--- src/rtl/pps_pkg.sv ---
package pps_pkg;
    localparam int NS_W = 32;
    localparam int FR_W = 32;
    localparam int FX_W = NS_W + FR_W;
    localparam int N_INC = 2;

    typedef logic [FX_W-1:0] fx_t;
    typedef logic [NS_W-1:0] ns_t;

    typedef enum logic {
        LVL_LOW  = 1'b0,
        LVL_HIGH = 1'b1
    } lvl_e;

    typedef struct packed {
        logic en;
        logic inv;
    } ctl_t;

    typedef struct packed {
        logic wrapped;
        fx_t  val;
    } adv_t;

    // Add an interval to a threshold and fold it back into one second.
    function automatic adv_t fx_advance(fx_t base, fx_t inc, ns_t sec_ns);
        logic [FX_W:0] sum;
        logic [FX_W:0] sec_fx;
        adv_t r;
        sum    = {1'b0, base} + {1'b0, inc};
        sec_fx = {1'b0, sec_ns, {FR_W{1'b0}}};
        if (sum >= sec_fx) begin
            r.wrapped = 1'b1;
            sum       = sum - sec_fx;
        end else begin
            r.wrapped = 1'b0;
        end
        r.val = sum[FX_W-1:0];
        return r;
    endfunction
endpackage

--- src/rtl/pps_ctl_regs.sv ---
module pps_ctl_regs
    import pps_pkg::*;
(
    input  logic                  clk,
    input  logic                  rst,
    input  logic                  cfg_wr,
    input  logic                  cfg_en,
    input  logic                  cfg_inv,
    input  logic [N_INC-1:0]      inc_wr,
    input  fx_t                   reg_wdata,
    output ctl_t                  ctl_q,
    output fx_t [N_INC-1:0]       inc_q
);
    always_ff @(posedge clk) begin
        if (rst) begin
            ctl_q <= '0;
        end else if (cfg_wr) begin
            ctl_q.en  <= cfg_en;
            ctl_q.inv <= cfg_inv;
        end
    end

    // index 0: low interval, index 1: high interval (matches lvl_e)
    for (genvar g = 0; g < N_INC; g++) begin : g_inc
        always_ff @(posedge clk) begin
            if (rst) begin
                inc_q[g] <= '0;
            end else if (inc_wr[g]) begin
                inc_q[g] <= reg_wdata;
            end
        end
    end
endmodule

--- src/rtl/pps_edge_sched.sv ---
module pps_edge_sched
    import pps_pkg::*;
#(
    parameter ns_t SEC_NS = 32'd1_000_000_000
) (
    input  logic             clk,
    input  logic             rst,
    input  ctl_t             ctl_q,
    input  fx_t [N_INC-1:0]  inc_q,
    input  logic             thr_wr,
    input  fx_t              reg_wdata,
    input  ns_t              cur_ns,
    input  logic             sec_roll,
    output lvl_e             lvl_q
);
    fx_t  thr_q;
    logic wait_q;
    lvl_e nxt_lvl;
    adv_t adv;
    logic cmp_open;
    logic reach;
    logic fire;
    ns_t  thr_ns;

    assign thr_ns   = thr_q[FX_W-1:FR_W];
    assign cmp_open = !wait_q || sec_roll;
    assign reach    = cur_ns >= thr_ns;
    assign fire     = ctl_q.en && !thr_wr && cmp_open && reach;
    assign nxt_lvl  = (lvl_q == LVL_LOW) ? LVL_HIGH : LVL_LOW;
    assign adv      = fx_advance(thr_q, inc_q[nxt_lvl], SEC_NS);

    always_ff @(posedge clk) begin
        if (rst) begin
            thr_q  <= '0;
            wait_q <= 1'b0;
            lvl_q  <= LVL_LOW;
        end else begin
            if (thr_wr) begin
                thr_q <= reg_wdata;
            end else if (fire) begin
                thr_q <= adv.val;
            end

            if (thr_wr) begin
                wait_q <= 1'b0;
            end else if (fire && adv.wrapped) begin
                wait_q <= 1'b1;
            end else if (sec_roll) begin
                wait_q <= 1'b0;
            end

            if (!ctl_q.en) begin
                lvl_q <= LVL_LOW;
            end else if (fire) begin
                lvl_q <= nxt_lvl;
            end
        end
    end

    // compare stays closed after a wrap until the rollover strobe
    p_wait_hold_r5: assert property (@(posedge clk) disable iff (rst)
        (ctl_q.en && wait_q && !sec_roll) |=> $stable(lvl_q));

    // no toggle while the counter is below the threshold
    p_below_hold_r3: assert property (@(posedge clk) disable iff (rst)
        (ctl_q.en && cur_ns < thr_ns) |=> $stable(lvl_q));

    // an open compare with the counter at or past the threshold toggles
    p_fire_r3: assert property (@(posedge clk) disable iff (rst)
        (ctl_q.en && !thr_wr && !wait_q && cur_ns >= thr_ns)
        |=> (lvl_q != $past(lvl_q)));

    // disabled output returns the level to low
    p_clear_r9: assert property (@(posedge clk) disable iff (rst)
        !ctl_q.en |=> (lvl_q == LVL_LOW));

    // threshold write loads the data word
    p_thr_load_r8: assert property (@(posedge clk) disable iff (rst)
        thr_wr |=> (thr_q == $past(reg_wdata)));
endmodule

--- src/rtl/pps_gen.sv ---
module pps_gen
    import pps_pkg::*;
#(
    parameter ns_t SEC_NS = 32'd1_000_000_000
) (
    input  logic            clk,
    input  logic            rst,
    input  logic            cfg_wr,
    input  logic            cfg_en,
    input  logic            cfg_inv,
    input  logic            hi_inc_wr,
    input  logic            lo_inc_wr,
    input  logic            thr_wr,
    input  logic [FX_W-1:0] reg_wdata,
    input  logic [NS_W-1:0] cur_ns,
    input  logic            sec_roll,
    output logic            pps_out
);
    ctl_t            ctl_q;
    fx_t [N_INC-1:0] inc_q;
    lvl_e            lvl_q;
    logic [N_INC-1:0] inc_wr;

    assign inc_wr = {hi_inc_wr, lo_inc_wr};

    pps_ctl_regs u_regs (
        .clk       (clk),
        .rst       (rst),
        .cfg_wr    (cfg_wr),
        .cfg_en    (cfg_en),
        .cfg_inv   (cfg_inv),
        .inc_wr    (inc_wr),
        .reg_wdata (reg_wdata),
        .ctl_q     (ctl_q),
        .inc_q     (inc_q)
    );

    pps_edge_sched #(.SEC_NS(SEC_NS)) u_sched (
        .clk       (clk),
        .rst       (rst),
        .ctl_q     (ctl_q),
        .inc_q     (inc_q),
        .thr_wr    (thr_wr),
        .reg_wdata (reg_wdata),
        .cur_ns    (cur_ns),
        .sec_roll  (sec_roll),
        .lvl_q     (lvl_q)
    );

    assign pps_out = ctl_q.en ? ((lvl_q == LVL_HIGH) ^ ctl_q.inv) : ctl_q.inv;

    // a disabled output does not move unless the controls are rewritten
    p_idle_hold_r2: assert property (@(posedge clk) disable iff (rst)
        (!ctl_q.en && !cfg_wr) |=> $stable(pps_out));
endmodule

--- config.mk ---
export PLATFORM = sky130hd
export DESIGN_NAME = pps_gen
export DESIGN_NICKNAME = d
export VERILOG_FILES = /design/src/rtl/pps_pkg.sv /design/src/rtl/pps_ctl_regs.sv /design/src/rtl/pps_edge_sched.sv /design/src/rtl/pps_gen.sv
export SDC_FILE = /design/constraint.sdc
export NUM_CORES = 1
export LEC_CHECK = 0
export ABC_AREA = 1
export BUFFER_PORTS_ARGS = -buffer_cell sky130_fd_sc_hd__buf_2
export CORE_ASPECT_RATIO = 1.1
export CORE_UTILIZATION = 30
export DETAILED_ROUTE_END_ITERATION = 10
export PLACE_DENSITY = 0.55
export REMOVE_ABC_BUFFERS = 1
export SYNTH_ARGS = -nofsm -noshare
export SYNTH_HDL_FRONTEND = slang
export SYNTH_SLANG_ARGS = --single-unit
--- constraint.sdc ---
create_clock -name clk -period 8.4 [get_ports clk]
set_clock_uncertainty 0.05 [all_clocks]
set_input_delay 0 -clock clk [delete_from_list [all_inputs] [get_ports clk]]
set_output_delay 0 -clock clk [all_outputs]
set_load 0.02 [all_outputs]
==> results.ini <==
[outcome]
status = finished clean

[logic_synthesis]
ys.flop_type = dfxtp_1
yosysSeqAreaShare = 0.241
synthArstFlopShare = 0
synth_edf_count = 0
avgSynthCellArea_sq_um = 5.74
synth_cell_types = 50
yosys-top-cells-count = nand2_1 (886), inv_1 (465), nor2_1 (297)
ys.warnings.count = 0
netlist_area_sq_um = 16300
synth_most_common_cell = nand2_1
ys_seq_elements = 196
synth_top_cells_by_area = dfxtp_1 (24%), nand2_1 (20%), inv_1 (11%)
yosysTopAreaCell = dfxtp_1
syn_inst = 2839
synth_top_area_share = 0.241

[clock_network]
ctsRootBufferMaster = clkbuf_16
clk_path_buf_depth = 2
htree_levels = 4
clk_pin_slew_ns = 0.08
cts_buffers = 17
cts_tree = done
clk_latency_ns = 0.48
cts_resized = 0
cts.sinks = 196

[place]
port-buffer-count = 105
routabilityCongestion = 1.00
hpwl_microns = 46200
dpl_cell_area_sq_um = 17500

[finish]
final_design_area_no_fill_sq_um = 18700
antenna_cells = 0
syn2layout_area_growth_pct = 15.0
nets = 3165
drive_gt1_frac = 0.0921

[power]
p_switching_mw = 1.00
p_seq_frac = 0.386
peakVddDrop_mv = 0.150
power_frac_clock = 0.305
combPwrFrac = 0.309
p_leak_nw = 9.39
internal-power_mw = 1.65
power_density_nw_per_um2 = 142
p_sw_frac = 0.378

[timing]
hold_violations = 0
fmax_ghz = 0.194
maxSlewViolCount = 0
rsz0062_at_grt = false
max_slew.worst_pin.slew_ns = 0.802
setup_violations = 0
fin_crit_ns = 5.14
fin_tns_setup_ns = 0
finalCritPeriodShare = 0.612
slew_headroom = 0.465

[route]
drtIter0Drc = 1241
dr_wl_met2_microns = 26100
wl_microns = 57500
antenna_left = 0
top_layer = met4
num_vias = 17200
drc = 0
wl_met1_microns = 28100
wire_per_inst_microns = 15.5
dr_wl_met3_microns = 2110
viasPerCell = 4.65
dr.pass1.iters = 7

[worst_setup_path]
critPathMostFrequentCell = nand2_1
max_stage_delay_ns = 0.79
critPathKind = reg -> reg
r2r_cells = 24
timing.rr.end = u_sched.thr_q[42]
start_kind = flip-flop
reg2reg_slack_ns = 3.26
cp-endpoint = u_sched.thr_q[42]
worstPathRequired_ns = 8.72
cp_cell_sequence = buf_4 -> o21ai_0 -> ha_1 -> nand2_1 -> nor2_1 -> nand2_1 -> nor2_1 -> nand3_1 -> nand4_1 -> nand2_1 -> ha_1 -> nand3b_1 -> nand2_2 -> nand2_2 -> nor2_1 -> nor2_4 -> nor2_4 -> nor2_8 -> nand2_4 -> nand2_1 -> nand3_1 -> nand3_1 -> nand2_1 -> inv_1
worst-path-max-fanout = 68
endpoint_kind = flip-flop
timing.rr.start = u_sched.lvl_q
critPathArrivalTime_ns = 5.47
crit_slowest_cell = dfxtp_4
cp-startpoint = u_sched.lvl_q

[worst_hold_path]
hp-class = in -> reg

[run]
maxCapViolCount = 0

[grt]
grt_pass1_wl_microns = 90100
antenna_found_initial = 0
grt_max_degree = 78
grt_pass1_vias = 16200
grt_usage = 0.209
overflow = 0

[floorplanning]
rows = 89
top_level_ports = 106
start_util = 0.304
core_sq_um = 53700
dieArea_sq_um = 55300
die_x_microns = 224
die_y_microns = 247

## cells in the final DEF (no fill, tap or decap), types with 22 or more instances in the layout
| cell type | netlist | final |
|---|---|---|
| a21oi_1 | 218 | 218 |
| a22o_1 | 22 | 22 |
| buf_2 | 4 | 105 |
| dfxtp_1 | 196 | 195 |
| dlygate4sd3_1 | 0 | 72 |
| ha_1 | 97 | 97 |
| inv_1 | 465 | 463 |
| inv_2 | 31 | 31 |
| nand2_1 | 886 | 886 |
| nand2_2 | 29 | 29 |
| nand3_1 | 93 | 93 |
| nor2_1 | 297 | 296 |
| nor2_2 | 32 | 32 |
| nor3_1 | 23 | 23 |
| o21ai_0 | 222 | 222 |
## per-layer routing
layer  track usage  vias to the layer above
met5             0                        -
met4        0.0594                        0
met3        0.0215                       51
met2         0.347                      356
met1         0.286                     7750
li1              -                     9060
## cells by family (layout without fill, tap and decap cells)
| group | count (synthesis) | count (layout) | synth area share |
|---|---|---|---|
| compound gates | 498 | 498 | 0.164 |
| xor+xnor | 33 | 33 | 0.0177 |
| fa+ha+maj | 98 | 98 | 0.0757 |
| buf+inv | 590 | 726 | 0.139 |
| flops | 196 | 196 | 0.241 |
| simple gates | 1424 | 1424 | 0.363 |
## power groups by stage
stage | sequential [mW] | combinational, mW | clock [mW]
2_1_floorplan | 1.04 | 0.533 | 0
3_3_place_gp | 1.05 | 0.792 | 0
3_5_place_dp | 1.05 | 0.787 | 0
4_1_cts | 1.03 | 0.818 | 0.832
5_1_grt | 1.03 | 0.924 | 0.868
6_report | 1.03 | 0.822 | 0.810
## registers in the layout (all words and copies together), names as in the netlist
name	flops
u_sched.thr_q	64
u_regs.inc_q	128
u_sched.lvl_q	1
u_sched.wait_q	1
u_regs.ctl_q	2
## worst max-delay path, delay by kind of cell, from the launching register on
family                     cells  cell delay, ns
and+or+nand+nor               19            2.69
adders and majority gates      2            0.66
buffers and inverters          2            0.55
AOI/OAI and AO/OA              1            0.22
DFF                            1            0.79
## through the flow
step / util / hold WS [ns] / cells / setup slack, ns / power, mW
2_1_floorplan: - / 0.0124 / 2752 / 2.97 / 1.57
3_3_place_gp: 0.326 / 0.176 / 3599 / 3.33 / 1.84
3_5_place_dp: 0.326 / 0.186 / 3599 / 3.31 / 1.83
4_1_cts: 0.349 / 0.227 / 3703 / 3.29 / 2.68
5_1_grt: 0.349 / 0.271 / 3703 / 2.69 / 2.83
6_report: 0.349 / 0.242 / 3703 / 3.26 / 2.66
## final cells by class
type	count	area (sq um)
clock inverters	15	119
well taps	728	911
clock buffers	17	425
fillers	6224	34900
repair buffers	191	1350
flip-flops and latches	196	3930
multi-input cells	2053	10100
inverters	503	1890
## timing repair
item,4_1_cts,5_1_grt
setup buffers,0,0
hold buffers,72,0
hold endpoints to repair,195,0
## worst min path at each step
stage | cells past startpoint | from | slack (ns) | to
after floorplan | 1 | rst | 0.01 | u_sched.thr_q[57]
after global placement | 3 | cfg_inv | 0.18 | u_regs.ctl_q[0]
after detailed placement | 3 | cfg_inv | 0.19 | u_regs.ctl_q[0]
after CTS | 4 | lo_inc_wr | 0.23 | u_regs.inc_q[8]
after global routing | 4 | reg_wdata[47] | 0.27 | u_regs.inc_q[47]
final | 4 | lo_inc_wr | 0.24 | u_regs.inc_q[4]
No activity file was read; power rests on OpenSTA's default activity.
